`config.mk`:
```
export PLATFORM = sky130hd
export DESIGN_NAME = amap_cfg_matcher
export DESIGN_NICKNAME = d
export VERILOG_FILES = /design/src/rtl/amap_pkg.sv /design/src/rtl/amap_rule.sv /design/src/rtl/amap_scan.sv /design/src/rtl/amap_cfg_matcher.sv
export SDC_FILE = /design/constraint.sdc
export NUM_CORES = 1
export LEC_CHECK = 0
export ABC_AREA = 1
export BUFFER_PORTS_ARGS = -buffer_cell sky130_fd_sc_hd__buf_2
export CORE_UTILIZATION = 30
export DETAILED_ROUTE_END_ITERATION = 8
export MAX_ROUTING_LAYER = met4
export PLACE_DENSITY = 0.46
export SLEW_MARGIN = 20
export SYNTH_ARGS = -nofsm -noshare
export SYNTH_HDL_FRONTEND = slang
export SYNTH_SLANG_ARGS = --single-unit
export TNS_END_PERCENT = 10
```
`constraint.sdc`:
```
create_clock -name clk_i -period 2.85 [get_ports clk_i]
set_input_delay 0.4275 -clock clk_i [delete_from_list [all_inputs] [get_ports clk_i]]
set_output_delay 0.4275 -clock clk_i [all_outputs]
set_load 0.03 [all_outputs]
```
`src/rtl/amap_pkg.sv`:
```
package amap_pkg;
  localparam int ENTRIES = 16;
  localparam int IDX_W   = $clog2(ENTRIES);
  localparam int TCOL_W  = 4;
  localparam int TROW_W  = 5;

  typedef enum logic [1:0] {
    SCH_CBRD = 2'd0,
    SCH_CRBD = 2'd1,
    SCH_CBDR = 2'd2,
    SCH_RSVD = 2'd3
  } scheme_e;

  typedef struct packed {
    scheme_e             sch;
    logic [TROW_W-1:0]   rows;
    logic [TCOL_W-1:0]   cols;
  } entry_t;

  function automatic entry_t tbl_entry(input logic [IDX_W-1:0] i);
    entry_t e;
    case (i)
      4'd0:    e = '{SCH_CBRD, 5'd13, 4'd10};
      4'd1:    e = '{SCH_CBRD, 5'd14, 4'd10};
      4'd2:    e = '{SCH_CBRD, 5'd15, 4'd10};
      4'd3:    e = '{SCH_CBRD, 5'd16, 4'd10};
      4'd4:    e = '{SCH_CBRD, 5'd14, 4'd11};
      4'd5:    e = '{SCH_CBRD, 5'd15, 4'd11};
      4'd6:    e = '{SCH_CBRD, 5'd16, 4'd11};
      4'd7:    e = '{SCH_CBRD, 5'd13, 4'd9};
      4'd8:    e = '{SCH_CBRD, 5'd14, 4'd9};
      4'd9:    e = '{SCH_CBRD, 5'd15, 4'd9};
      4'd10:   e = '{SCH_CBRD, 5'd16, 4'd9};
      4'd11:   e = '{SCH_CRBD, 5'd15, 4'd10};
      4'd12:   e = '{SCH_CRBD, 5'd14, 4'd11};
      4'd13:   e = '{SCH_CRBD, 5'd13, 4'd10};
      4'd14:   e = '{SCH_CBDR, 5'd16, 4'd10};
      default: e = '{SCH_CBDR, 5'd16, 4'd9};
    endcase
    return e;
  endfunction
endpackage

```
`src/rtl/amap_rule.sv`:
```
module amap_rule
  import amap_pkg::*;
#(
  parameter int COL_W = 4,
  parameter int ROW_W = 5
) (
  input  logic [IDX_W-1:0] idx_i,
  input  scheme_e          sch_i,
  input  logic [COL_W-1:0] cols_i,
  input  logic [ROW_W-1:0] rows_i,
  output logic             hit_o
);
  entry_t           ent;
  logic [COL_W-1:0] e_cols;
  logic [ROW_W-1:0] e_rows;
  logic             col_eq, col_le, row_eq, row_le;

  assign ent    = tbl_entry(idx_i);
  assign e_cols = COL_W'(ent.cols);
  assign e_rows = ROW_W'(ent.rows);
  assign col_eq = (e_cols == cols_i);
  assign col_le = (e_cols <= cols_i);
  assign row_eq = (e_rows == rows_i);
  assign row_le = (e_rows <= rows_i);

  always_comb begin
    hit_o = 1'b0;
    if (ent.sch == sch_i) begin
      case (sch_i)
        SCH_CBRD: hit_o = col_eq && row_eq;
        SCH_CRBD: hit_o = col_eq && row_le;
        SCH_CBDR: hit_o = col_eq || (col_le && row_eq);
        default:  hit_o = 1'b0;
      endcase
    end
  end
endmodule

```
`src/rtl/amap_scan.sv`:
```
module amap_scan
  import amap_pkg::*;
(
  input  logic             clk_i,
  input  logic             rst_ni,
  input  logic             start_i,
  input  logic             hit_i,
  output logic             run_o,
  output logic [IDX_W-1:0] ptr_o,
  output logic [IDX_W-1:0] idx_o,
  output logic             valid_o,
  output logic             err_o
);
  localparam logic [IDX_W-1:0] LAST = IDX_W'(ENTRIES - 1);

  logic             run_q, valid_q, err_q;
  logic [IDX_W-1:0] ptr_q, idx_q;

  always_ff @(posedge clk_i or negedge rst_ni) begin
    if (!rst_ni) begin
      run_q   <= 1'b0;
      ptr_q   <= '0;
      idx_q   <= '0;
      valid_q <= 1'b0;
      err_q   <= 1'b0;
    end else if (start_i) begin
      // restart wins over any result due this cycle
      run_q   <= 1'b1;
      ptr_q   <= '0;
      valid_q <= 1'b0;
      err_q   <= 1'b0;
    end else if (run_q) begin
      if (hit_i) begin
        valid_q <= 1'b1;
        idx_q   <= ptr_q;
        run_q   <= 1'b0;
      end else if (ptr_q == LAST) begin
        err_q   <= 1'b1;
        run_q   <= 1'b0;
      end else begin
        ptr_q   <= ptr_q + 1'b1;
      end
    end
  end

  assign run_o   = run_q;
  assign ptr_o   = ptr_q;
  assign idx_o   = idx_q;
  assign valid_o = valid_q;
  assign err_o   = err_q;

  assert_excl_R7: assert property (@(posedge clk_i) disable iff (!rst_ni)
    !(valid_q && err_q));

  assert_exhaust_R7: assert property (@(posedge clk_i) disable iff (!rst_ni)
    (run_q && !start_i && !hit_i && ptr_q == LAST) |=> (err_q && !valid_q));

  assert_first_hit_R6: assert property (@(posedge clk_i) disable iff (!rst_ni)
    (run_q && !start_i && hit_i) |=> (valid_q && idx_q == $past(ptr_q)));

  assert_hold_R9: assert property (@(posedge clk_i) disable iff (!rst_ni)
    (!start_i && !run_q) |=> ($stable(valid_q) && $stable(err_q) && $stable(idx_q)));

  assert_restart_R10: assert property (@(posedge clk_i) disable iff (!rst_ni)
    start_i |=> (run_q && !valid_q && !err_q && ptr_q == '0));
endmodule

```
`src/rtl/amap_cfg_matcher.sv`:
```
module amap_cfg_matcher
  import amap_pkg::*;
#(
  parameter int COL_W = 4,
  parameter int ROW_W = 5
) (
  input  logic             clk_i,
  input  logic             rst_ni,
  input  logic             start_i,
  input  logic [COL_W-1:0] col_i,
  input  logic [ROW_W-1:0] row_i,
  input  logic             bus32_i,
  input  logic [1:0]       scheme_i,
  output logic [3:0]       idx_o,
  output logic             valid_o,
  output logic             err_o
);
  scheme_e          sch_q;
  logic [COL_W-1:0] cols_q;
  logic [ROW_W-1:0] rows_q;
  logic [IDX_W-1:0] ptr, idx;
  logic             hit, run;

  // narrow bus consumes one column bit
  always_ff @(posedge clk_i or negedge rst_ni) begin
    if (!rst_ni) begin
      sch_q  <= SCH_CBRD;
      cols_q <= '0;
      rows_q <= '0;
    end else if (start_i) begin
      sch_q  <= scheme_e'(scheme_i);
      cols_q <= bus32_i ? col_i : col_i - COL_W'(1);
      rows_q <= row_i;
    end
  end

  amap_rule #(.COL_W(COL_W), .ROW_W(ROW_W)) u_rule (
    .idx_i  (ptr),
    .sch_i  (sch_q),
    .cols_i (cols_q),
    .rows_i (rows_q),
    .hit_o  (hit)
  );

  amap_scan u_scan (
    .clk_i   (clk_i),
    .rst_ni  (rst_ni),
    .start_i (start_i),
    .hit_i   (hit),
    .run_o   (run),
    .ptr_o   (ptr),
    .idx_o   (idx),
    .valid_o (valid_o),
    .err_o   (err_o)
  );

  assign idx_o = 4'(idx);

  assert_rsvd_R8: assert property (@(posedge clk_i) disable iff (!rst_ni)
    (run && sch_q == SCH_RSVD) |-> !hit);

  assert_no_result_R10: assert property (@(posedge clk_i) disable iff (!rst_ni)
    run |-> (!valid_o && !err_o));
endmodule

```
; ---- Word level (Yosys, flattened, before mapping)
; Memory sizes are Yosys's and may differ from the RTL's.
; Cells that the tools add are included.
[word_totals]
mem_bits_ro = 144
memories = 1
output_inout_bits = 6
mem_bits_rw = 0
latch_bits = 0
elab_cells = 52
input_bits = 15
reg_bits = 22
[mem_list]
columns = name, depth, width, rd, rd_ports_with_merged_regs, write_ports, line_no
row1 = (name not given), 16, 9, 1, 0, 0, amap_pkg.sv:22  ; case (i)
[classes]
n_reduce_logical = 12
div_mod_pow = 0
n_shift = 0
n_addsub = 2
n_eq_ne = 8
order_cmp = 2
multipliers = 0
n_bitwise = 1
muxes = 18
[op_table]
columns = op, n
row1 = 4-bit 2-to-1 mux, 5
row2 = 1-bit 2-to-1 mux, 12
row3 = 3-bit AND reduction, 3
row4 = 2-bit nonzero test, 3
row5 = 5-bit equality test, 1
row6 = 5-bit <= comparator, 1
row7 = "4-bit by 1-bit adder with 4-bit output, second input constant", 1
row8 = 4-bit equality test, 1
row9 = "4-bit equality test, second input constant", 1
row10 = 4-bit <= comparator, 1
row11 = "2-bit != test, second input constant", 2
row12 = "4-bit by 1-bit subtractor with 4-bit output, second input constant", 1
row13 = 1-bit logical AND, 3
row14 = 1-bit case mux with 3 select lines, 1
row15 = "2-bit by 1-bit equality test with 1-bit output, second input constant", 1
row16 = 2-bit equality test, 1
row17 = "2-bit equality test, second input constant", 1
row18 = 2-bit logical NOT, 1
row19 = 2-bit AND reduction, 1
row20 = 1-bit logical OR, 1
row21 = 1-bit inverter, 1

; ---- Logic depth before layout (Yosys ltp)
; Gate-level depths: netlist of the first run.
; An unclocked memory read counts as a cell.
[logic_depth]
ltp_word = 9
depth_mapped = 18
depth_no_buf = 18

; ---- Cells and area by module
; From an unflattened synthesis of the first run, not the netlist that was laid out.
[unflattened]
hier_cells = 212
hier_area_um2 = 1512.7
[modules_own_cells]
columns = mod, area_each_um2, instances, cells_per_inst, seq_area_each_um2
row1 = amap_rule, 525.5, 1, 99, 0.0
row2 = amap_scan, 494.2, 1, 52, 275.3
row3 = amap_cfg_matcher, 493.0, 1, 61, 275.3

; ---- Least setup slack after synthesis of the first run
; Ideal clock, no wire load.
[synth_path]
path_kind = register -> register
start = register u_scan.ptr_q[0] (netlist: u_scan.ptr_o[0])
end = register u_scan.ptr_q[1] (netlist: u_scan.ptr_o[1])
path_slack_ps = 643
period_less_slack_ps = 2207
t_arrival_ps = 2141
t_required_ps = 2784
path_buffers = 0
stages_incl_launch_ff = 18
setup_time_ps = 66
cell_sequence = dfrtp_1 > inv_1 > ha_1 > o21ai_0 > a21o_1 > inv_1 > ha_1 > nand2_1 > inv_1 > nor2_1 > nand2_1 > nand2_1 > nand2_1 > nand2_8 > nand3_2 > nand2_2 > nand3_1 > nand2_1
[synth_between]
elab_chain_cells = 8
elab_cells_between_ends = 21
cone_classes = 1 x add/sub / 2 x order compare / 6 x eq/ne / 6 x mux / 5 x reduce/logical / 1 x memory
[synth_rtl]
columns = item, line_no
row1 = "start, declared", amap_scan.sv:17  ; logic [IDX_W-1:0] ptr_q, idx_q;
row2 = "start signal, assigned", amap_scan.sv:41  ; ptr_q <= ptr_q + 1'b1;
row3 = memory 16 x 9 bit, --
row4 = 4-bit <= comparator or 5-bit equality test (tied branches), "amap_rule.sv:22, amap_rule.sv:23"
row5 = 1-bit logical AND, amap_rule.sv:32  ; SCH_CBDR: hit_o = col_eq || (col_le && row_eq);
row6 = 1-bit logical OR, amap_rule.sv:32
row7 = 1-bit case mux with 3 select lines, amap_rule.sv:29  ; case (sch_i)
row8 = 1-bit 2-to-1 mux, amap_rule.sv:28  ; if (ent.sch == sch_i) begin
row9 = 2-bit != test (no line), --
row10 = 3-bit AND reduction (no line), --
; Several ways; a longest one is shown, not always the timed one. The select of a mux whose other input is x is not followed.
; A chain may end at the register's enable or synchronous reset.

; ---- Final worst setup path of the first run
[layout_path]
start = register u_scan.ptr_q[1] (netlist: u_scan.ptr_o[1])
end = register u_scan.ptr_q[2] (netlist: u_scan.ptr_o[2])
; Same word-level chain as after synthesis.

==> metrics.md, run 1 <==
| Metric | Value |
|---|---|
| Status | finished, final reports clean |
| WP data required | 3060 ps |
| Hold WC Path Type | primary input to async pin |
| Clock Sinks | 22 |
| Port buffer count | 20 |
| Crit-path slowest cell | dfrtp_2 |
| Fin nets | between 200 and 250 |
| DRC viols | 0 |
| DRT iter0 DRCs | 50 |
| DR vias | between 1000 and 1500 |
| RSZ-0062 raised after global routing | no |
| Clock Latency Late Sink | 270 ps |
| Most frequent cell after synthesis | nand2_1 |
| R2R depth | 18 |
| RD Place Congestion | about 0.83 |
| Final Setup Violations | 0 |
| Synth top area cells | dfrtp_1, nand2_1, ha_1, inv_1, o21ai_0 |
| Synth warn | 0 |
| Syn Nets | around 220 |
| # diodes | 0 |
| Fin util | between 30 and 40% |
| Syn avg cell area | ~7.7 sq um |
| CTS Buffer Depth | 2 |
| Setup crit start kind | flop |
| Ys flop type | dfrtp_1 |
| Full die area | 5220 sq um |
| Slew HR | between 60% and 70% |
| TNS Setup | 0 ps |
| Top cell type's share of synthesized area | 37.2% |
| Max Cap Violations | 0 |
| Avg WL per Cell | between 10 and 15 um |
| Synthesized area | approximately 1500 sq um |
| Initial DRT Pass Iterations | 4 |
| P_leak | a little over 0.9 nW |
| Synth cell types | 28 |
| Standard-cell rows | 25 |
| Worst-path clk slew | 80 ps |
| CP cell instances | ha_1 -> inv_2 -> nand2_2 -> o21ai_0 -> a21o_1 -> inv_1 -> ha_1 -> nand2_1 -> inv_1 -> nor2_1 -> nand2_1 -> nand2_1 -> nand2_1 -> nand2_8 -> nand3_2 -> nand2_2 -> nand3_1 -> nand2_1 |
| Initial Util | between 30% and 40% |
| TritonCTS clock tree | yes |
| Pwr Density | about 440 nW/um^2 |
| Hold_buf cts | 0 |
| Initial antenna violation count | 0 |
| Reg2reg end | u_scan.ptr_o[2]$_DFFE_PN0P_ |
| Vias in the first global route | 1174 |
| Max frequency | 413 MHz |
| Worst stage delay on the critical path | 480 ps |
| Number of max-slew violations in the final report | 0 |
| Final Hold Fails | 0 |
| Grt total ovfl | 0 |
| Post-synth top area cell | dfrtp_1 |
| ANT nets after route | 0 |
| Most frequent CP cell | nand2_1 |
| Minimum clock period | roughly 2400 ps |
| Worst vdd ir | 0.143 mV |
| Number of synthesized flops with an enable pin | 0 |
| Critical Path Fanout Max | 9 |
| HPWL Detailed | 2450 um |
| Syn Inst Count | ~190 |
| I/O pin cnt | 21 |
| Worst-margin pin slew | roughly 520 ps |
| Seq cells post-synth | 22 |
| Fraction of layout cells with a size suffix above 1 | between 10% and 20% |
| Die H | ~72 um |
| Final wirelength | about 3300 um |
| Post-synth ARST share | 100% |
| Fin crit share | a little over four fifths |
| Clock root cell | clkbuf_8 |
| Area of the core | roughly 4700 sq um |
| FF-to-FF setup slack | 430 ps |
| Largest net degree at the start of global routing | 23 |
| Cts bufs inserted | 3 |
| CP Class | flop to flop |
| Global-route wire length before repair | roughly 5600 um |
| Area Overhead vs Synth | 15.8% |
| Global Route Usage Sum | 14.5% |
| Register area share after synthesis | a little under two fifths |
| Worst r2r src | u_scan.ptr_o[1]$_DFFE_PN0P_ |
| H-tree levels | 1 |
| Setup crit end kind | flop |
| Die width | 72.3 um |
| Data arrival, critical path | between 2000 and 3000 ps |
| Synth top cells by count | nand2_1, inv_1, dfrtp_1, o21ai_0, ha_1 |
| Vias per cell | approximately 4.4 |
| Clock skew | roughly 1.3 ps |
## flip-flops by register name (all words and copies together) (netlist names)
register / cells
rows_q: 5
cols_q: 4
u_scan.idx_o: 4
u_scan.ptr_o: 4
sch_q: 2
u_scan.err_o: 1
u_scan.run_o: 1
u_scan.valid_o: 1
## stage by stage
stage                     power (mW)  cell area [sq um]  instances  setup WS (ps)  hold slack, ps
after floorplan                0.472               1480        193            643             132
after CTS                      0.764               1710        282            333             138
after detailed placement       0.523               1660        278            356             437
final                          0.748               1720        282            430             125
after global routing           0.804               1720        282           63.9             171
after global placement         0.525               1660        278            383             435
## layer usage
layer	routed length (um)	global-route usage [%]	up-vias
met5	0	-	-
met4	34	5.23	0
met3	99	1.67	4
met2	1370	21.9	20
met1	1760	20.0	532
li1	-	-	673
## power by group
part / leakage (nW) / internal (mW) / total [mW] / switching (mW)
clock network: 0.0288 / 0.123 / 0.233 / 0.109
logic: 0.609 / 0.0628 / 0.166 / 0.103
registers: 0.277 / 0.333 / 0.350 / 0.0170
total: 0.915 / 0.519 / 0.748 / 0.229
## cell usage in the layout (no fill, tap or decap), drive strengths merged
cell	count
a21oi	7
buf	23
nand3	10
a21o	1
and2	1
a21boi	1
ha	13
xor2	3
a22oi	1
nor3	1
o211ai	1
inv	29
nand2	57
dfrtp	22
nor2	12
nand4	9
a31o	1
xnor2	1
o21ai	17
o31ai	1
clkbuf	4
## worst max path at each step
stage                                           start                     endpoint  slack, ps  cells past startpoint
after CTS                 u_scan.ptr_o[1]$_DFFE_PN0P_  u_scan.ptr_o[2]$_DFFE_PN0P_        330                     18
after global placement    u_scan.ptr_o[0]$_DFFE_PN0P_  u_scan.idx_o[0]$_DFFE_PN0P_        380                     15
after global routing      u_scan.ptr_o[1]$_DFFE_PN0P_  u_scan.ptr_o[2]$_DFFE_PN0P_         60                     18
after detailed placement  u_scan.ptr_o[1]$_DFFE_PN0P_  u_scan.ptr_o[2]$_DFFE_PN0P_        360                     18
final                     u_scan.ptr_o[1]$_DFFE_PN0P_  u_scan.ptr_o[2]$_DFFE_PN0P_        430                     18
after floorplan           u_scan.ptr_o[0]$_DFFE_PN0P_  u_scan.ptr_o[1]$_DFFE_PN0P_        640                     17
## final cells by class
cell class	instances	area [sq um]
inverters	29	109
repair buffers	23	123
well taps	67	83.8
clock buffers	4	55.1
multi-input cells	137	793
flip-flops and latches	22	552
fillers	508	3010
## critical path: cells and delay by family (launching register included)
kind,cells,cell delay (ps)
flip-flops,1,480
buffers and inverters,3,140
adder cells (fa/ha/maj),2,530
AND/OR/NAND/NOR,11,1000
AO/OA/AOI/OAI,2,220
## repair_timing
item                       4_1_cts  5_1_grt
setup endpoints to repair        0        1
buffers inserted                 0        0
resized for setup                0        1
## kinds of logic after synthesis
group                      share of synthesized area (%)
xor gates and xnor gates                            2.37
buffers and inverters                               9.29
AOI/OAI and AO/OA                                   11.5
adders and majority gates                           11.0
and+or+nand+nor                                     28.7
DFF                                                 37.2
(Power assumes the default switching activity.)
==> run 2: changes to the inputs <==
- clock period: 2.85 -> 2.45 ns (I/O delays scaled with it)
==> run 2 against run 1 <==
Die area unchanged. Worst setup slack worse by 230 ps. Via count rose by 6.3%. Non-clock buffer count is 9 higher. Clock skew is essentially flat. Critical path type unchanged. Critical endpoint is now u_scan.idx_o[0]$_DFFE_PN0P_. Largest cell class unchanged. Largest power group unchanged.
==> metrics.md, run 2 (same netlist as run 1, synthesis figures left out) <==
| Metric | Value |
|---|---|
| Hold WC Path Type | primary input to async pin |
| Port buffer count | 20 |
| P_leak | 0.968 nW |
| Number of max-slew violations in the final report | 0 |
| Fin Hold WS | ~64 ps |
| Area Overhead vs Synth | 29.5% |
| Max Cap Violations | 0 |
| ANT nets after route | 0 |
| Largest net degree at the start of global routing | 23 |
| # diodes | 0 |
| Vias per cell | 4.49 |
| Minimum clock period | ~2300 ps |
| Max frequency | 444 MHz |
| Placed insts | between 200 and 300 |
| Clock Sinks | 22 |
| Fin nets | 253 |
| Fraction of layout cells with a size suffix above 1 | between 20 and 30% |
| Avg WL per Cell | 11.7 um |
| FF-to-FF setup slack | roughly 200 ps |
| Full die area | around 5200 sq um |
| RSZ-0062 raised after global routing | no |
| Reg2reg end | u_scan.idx_o[0]$_DFFE_PN0P_ |
| Worst vdd ir | ~0.24 mV |
| Final wirelength | approximately 3400 um |
| HPWL Detailed | 2470 um |
| Most flop-heavy register | rows_q |
| Standard-cell rows | 25 |
| Crit path to | u_scan.idx_o[0]$_DFFE_PN0P_ |
| Most frequent cells in the layout | nand2_1, inv_1, buf_2, dfrtp_1, o21ai_0 |
| Area of the core | ~4700 sq um |
| TritonCTS clock tree | yes |
| Setup crit end kind | flop |
| Pwr Density | between 500 and 600 nW/um^2 |
| Crit-path leading delay family | simple AND/OR/NAND/NOR gates |
| R2R depth | 14 |
| Status | finished, final reports clean |
| Critical Path Fanout Max | 5 |
| Commonest non-fill, non-tap cell in the layout | nand2_1 |
| Global-route wire length before repair | ~5600 um |
| CP bufs+invs | 2 |
| CTS Buffer Depth | 2 |
| Grt total ovfl | 0 |
| Clock Latency Late Sink | approximately 270 ps |
| Setup slack at placement | -30.9 ps |
| Vias in the first global route | between 1000 and 1500 |
| Worst-margin pin slew | between 500 and 600 ps |
| Max reg flops | 5 |
| WP depth | 14 |
| Final Hold Fails | 0 |
| Slew HR | 64.0% |
| I/O pin cnt | 21 |
| Hold_buf cts | 0 |
| Data arrival, critical path | 2420 ps |
| Worst r2r src | u_scan.ptr_o[0]$_DFFE_PN0P_ |
| H-tree levels | 1 |
| Die width | 72.3 um |
| Setup ws final | roughly 200 ps |
| Clock skew | 1.03 ps |
| Clock root cell | clkbuf_8 |
| TNS Setup | 0 ps |
| Global Route Usage Sum | between 10% and 20% |
| Setup crit start kind | flop |
| Worst stage delay on the critical path | between 400 and 500 ps |
| Crit. Startpoint | u_scan.ptr_o[0]$_DFFE_PN0P_ |
| Crit-path slowest cell | dfrtp_2 |
| WP data required | 2620 ps |
| DRT iter0 DRCs | 36 |
| Die H | around 72 um |
| Post-route insts no fill | 291 |
| DR vias | 1306 |
| Worst-path clk slew | 90 ps |
| CP cell instances | buf_6 -> buf_4 -> ha_1 -> nor2_1 -> o21ai_0 -> o21ai_0 -> ha_1 -> nor2_1 -> nand2_1 -> nand3_1 -> nand2_2 -> and2_4 -> nand4_1 -> nand2_1 |
| Initial DRT Pass Iterations | 4 |
| Cts bufs inserted | 3 |
| RD Place Congestion | between 0.7 and 0.8 |
| Final Setup Violations | 0 |
| DRC viols | 0 |
| Initial Util | around a third |
| Initial antenna violation count | 0 |
| Total power after layout | 1.01 mW |
| Fin crit share | just over 90% |
| CP Class | flop to flop |
-- run 2: worst min-delay path by stage --
stage	start	end	slack, ps
after floorplan	rst_ni	cols_q[0]$_DFFE_PN0P_	70
after global placement	rst_ni	rows_q[2]$_DFFE_PN0P_	380
after detailed placement	rst_ni	rows_q[1]$_DFFE_PN0P_	390
after CTS	rst_ni	rows_q[1]$_DFFE_PN0P_	80
after global routing	rst_ni	rows_q[2]$_DFFE_PN0P_	100
final	rst_ni	rows_q[1]$_DFFE_PN0P_	60
-- run 2: final cells by class --
class | instances | area [sq um]
inverter | 29 | 111
timing repair buffer | 32 | 198
tap | 67 | 83.8
clock buffer | 3 | 41.3
clock inverter | 1 | 30.0
fill | 494 | 2810
sequential | 22 | 554
multi-input combinational | 137 | 900
-- run 2: layer usage --
metal  vias to the layer above  part of all wire [%]  wire [um]  GRT usage [%]
li1                        684                     -          -              -
met1                       602                    51       1740           18.7
met2                        16                    45       1520           22.2
met3                         4                   3.4        116           2.92
met4                         0                  0.56         19           3.05
met5                         -                     0          0              -
-- run 2: timing repair --
item | in CTS | in global routing
resized for setup | 1 | 30
cloned | 0 | 0
pin swaps | 1 | 5
setup buffers | 1 | 2
setup endpoints to repair | 5 | 11
-- run 2: worst register-to-register path, stage by stage (launching register included) --
cell	delay [ps]
dfrtp_2	460
buf_6	150
buf_4	140
ha_1	180
nor2_1	90
o21ai_0	70
o21ai_0	110
ha_1	280
nor2_1	120
nand2_1	60
nand3_1	90
nand2_2	80
and2_4	190
nand4_1	90
nand2_1	60
-- run 2: where the power goes --
group,switching (mW),internal [mW]
combinational,0.139,0.105
sequential,0.0211,0.388
clock,0.136,0.219
total,0.296,0.711
-- run 2: per-stage QoR --
stage	cell area (sq um)	util [%]
after floorplan	1480	-
after detailed placement	1700	36.1
after global placement	1700	36.1
after global routing	1920	40.6
final	1920	40.6
after CTS	1780	37.8
==> run 3: changes to the inputs <==
- clock period: 2.45 -> 2.91 ns (I/O delays scaled with it)
==> run 3 against run 2 <==
Total power shrank 27%. Sequential power shrank 16%. Critical endpoint is now u_scan.ptr_o[2]$_DFFE_PN0P_. Via count shrank 5.9%. Final cell count shrank 3.1%. Largest cell class unchanged. Clock skew grew 5.6 ps. Wire length shrank 5.4%. Register-to-register slack gained 200 ps.
==> metrics.md, run 3 (same netlist as run 1, synthesis figures left out) <==
| Metric | Value |
|---|---|
| H-tree levels | 1 |
| Die width | 72.3 um |
| Global-route wire length before repair | 5620 um |
| Clk pwr share | a little under a third |
| Fin crit share | between 80% and 90% |
| Cts repair resizes | 0 |
| Crit-path leading delay family | simple AND/OR/NAND/NOR gates |
| Crit-path slowest cell | dfrtp_1 |
| Pwr Density | roughly 430 nW/um^2 |
| Pint | between 0.5 and 0.6 mW |
| Final Hold Fails | 0 |
| Setup crit end kind | flop |
| Worst-path clk slew | roughly 90 ps |
| CP Class | flop to flop |
| Setup crit start kind | flop |
| Grt total ovfl | 0 |
| Number of max-slew violations in the final report | 0 |
| Setup ws final | 397 ps |
| Clock Latency Late Sink | 270 ps |
| Cts bufs inserted | 3 |
| Placed Area | roughly 1700 sq um |
| DR vias | ~1200 |
| ANT nets after route | 0 |
| Largest net degree at the start of global routing | 23 |
| Vias per cell | around 4.4 |
| Worst vdd ir | about 0.16 mV |
| Avg WL per Cell | about 11 um |
| Fin nets | approximately 240 |
| Total power after layout | around 0.73 mW |
| Max reg flops | 5 |
| Max Cap Violations | 0 |
| Sw frac | a little under a third |
| TritonCTS clock tree | yes |
| CTS Buffer Depth | 2 |
| Area Overhead vs Synth | 15.7% |
| P_leak | 0.916 nW |
| Clock Sinks | 22 |
| Standard-cell rows | 25 |
| Post CTS Setup Buffer Count | 0 |
| DRT iter0 DRCs | 54 |
| Global Route Usage Sum | between 10 and 15% |
| Placed insts | approximately 280 |
| Final wirelength | about 3200 um |
| Most frequent CP cell | nand2_1 |
| Most frequent cells in the layout | nand2_1, inv_1, dfrtp_1, buf_2, o21ai_0 |
| Clock root cell | clkbuf_8 |
| Worst-margin pin slew | 526 ps |
| Seq pwr share | between 40 and 50% |
| Fin Hold WS | 134 ps |
| Filler instances | around 500 |
| Minimum clock period | about 2500 ps |
| I/O pin cnt | 21 |
| Combinational Power Share | between 20 and 25% |
| Fraction of layout cells with a size suffix above 1 | a little under a fifth |
| CP bufs+invs | 3 |
| Initial DRT Pass Iterations | 4 |
| Worst stage delay on the critical path | between 500 and 600 ps |
| RSZ-0062 raised after global routing | no |
| Critical Path Fanout Max | 9 |
| Setup slack at placement | 430 ps |
| TNS Setup | 0 ps |
| WP data required | roughly 3100 ps |
| CP cell instances | ha_1 -> inv_2 -> nand2_2 -> o21ai_0 -> a21o_1 -> inv_1 -> ha_1 -> nand2_1 -> inv_1 -> nor2_1 -> nand2_1 -> nand2_1 -> nand2_1 -> nand2_8 -> nand3_2 -> nand2_2 -> nand3_1 -> nand2_1 |
| Initial antenna violation count | 0 |
| Post-route insts no fill | about 280 |
| # diodes | 0 |
| Die H | slightly above 70 um |
| Commonest non-fill, non-tap cell in the layout | nand2_1 |
| Final Setup Violations | 0 |
| Port buffer count | 20 |
| Hold_buf cts | 0 |
| Full die area | 5220 sq um |
| Most flop-heavy register | rows_q |
| DRC viols | 0 |
| Max frequency | around 400 MHz |
| Clock skew | between 6 and 7 ps |
| Area of the core | between 4000 and 5000 sq um |
| Design area | 1710 sq um |
| Slew HR | roughly 65% |
| Psw | 0.227 mW |
| Data arrival, critical path | between 2000 and 3000 ps |
| Hold WC Path Type | primary input to async pin |
| HPWL Detailed | 2450 um |
| Fin util | about 36% |
| RD Place Congestion | between 0.8 and 0.9 |
| Initial Util | a little under a third |
| Vias in the first global route | around 1200 |
| Status | finished, final reports clean |
run 3: cell count changes in the layout (fill, tap and decap cells not counted), moves of 2 or more:
cell | previous run | this run
o21ai_0 | 13 | 17
nand2_1 | 50 | 54
ha_1 | 8 | 13
buf_6 | 2 | 0
dfrtp_1 | 19 | 22
nand2_2 | 5 | 2
dfrtp_2 | 3 | 0
o21ai_1 | 3 | 0
buf_4 | 10 | 3
ha_4 | 4 | 0
nor2_1 | 9 | 11
run 3: cell type report:
| class | instances | area (sq um) | share of cell area [%] |
|---|---|---|---|
| Clock buffer | 4 | 55.1 | 3.21 |
| Inverter | 29 | 109 | 6.35 |
| Multi-Input combinational cell | 137 | 793 | 46.3 |
| Sequential cell | 22 | 551 | 32.1 |
| Tap cell | 67 | 83.8 | 4.89 |
| Timing Repair Buffer | 23 | 123 | 7.15 |
run 3: routing by layer:
layer	track usage [%]	share of wire, %	up-vias
li1	-	-	666
met1	21.2	55	538
met2	20.7	41	21
met3	2.08	2.8	4
met4	4.58	1.0	0
met5	-	0	-
run 3: worst paths after layout:
kind / start / end / slack (ps) / cells past startpoint
worst max-delay path: u_scan.ptr_o[1]$_DFFE_PN0P_ / u_scan.ptr_o[2]$_DFFE_PN0P_ / 400 / 18
worst min-delay path: rst_ni / sch_q[0]$_DFFE_PN0P_ / 130 / 1
worst max register to register: u_scan.ptr_o[1]$_DFFE_PN0P_ / u_scan.ptr_o[2]$_DFFE_PN0P_ / 400 / 18
worst min register to register: u_scan.idx_o[1]$_DFFE_PN0P_ / u_scan.idx_o[1]$_DFFE_PN0P_ / 470 / 2
max in group asynchronous: rst_ni / cols_q[3]$_DFFE_PN0P_ / 2420 / 1
min in group clk_i: scheme_i[0] / sch_q[0]$_DFFE_PN0P_ / 370 / 3
run 3: power groups by stage:
stage | logic [mW] | clock network, mW | registers (mW)
2_1_floorplan | 0.115 | 0 | 0.347
3_3_place_gp | 0.166 | 0 | 0.348
3_5_place_dp | 0.164 | 0 | 0.348
4_1_cts | 0.166 | 0.240 | 0.342
5_1_grt | 0.196 | 0.253 | 0.345
6_report | 0.162 | 0.230 | 0.342
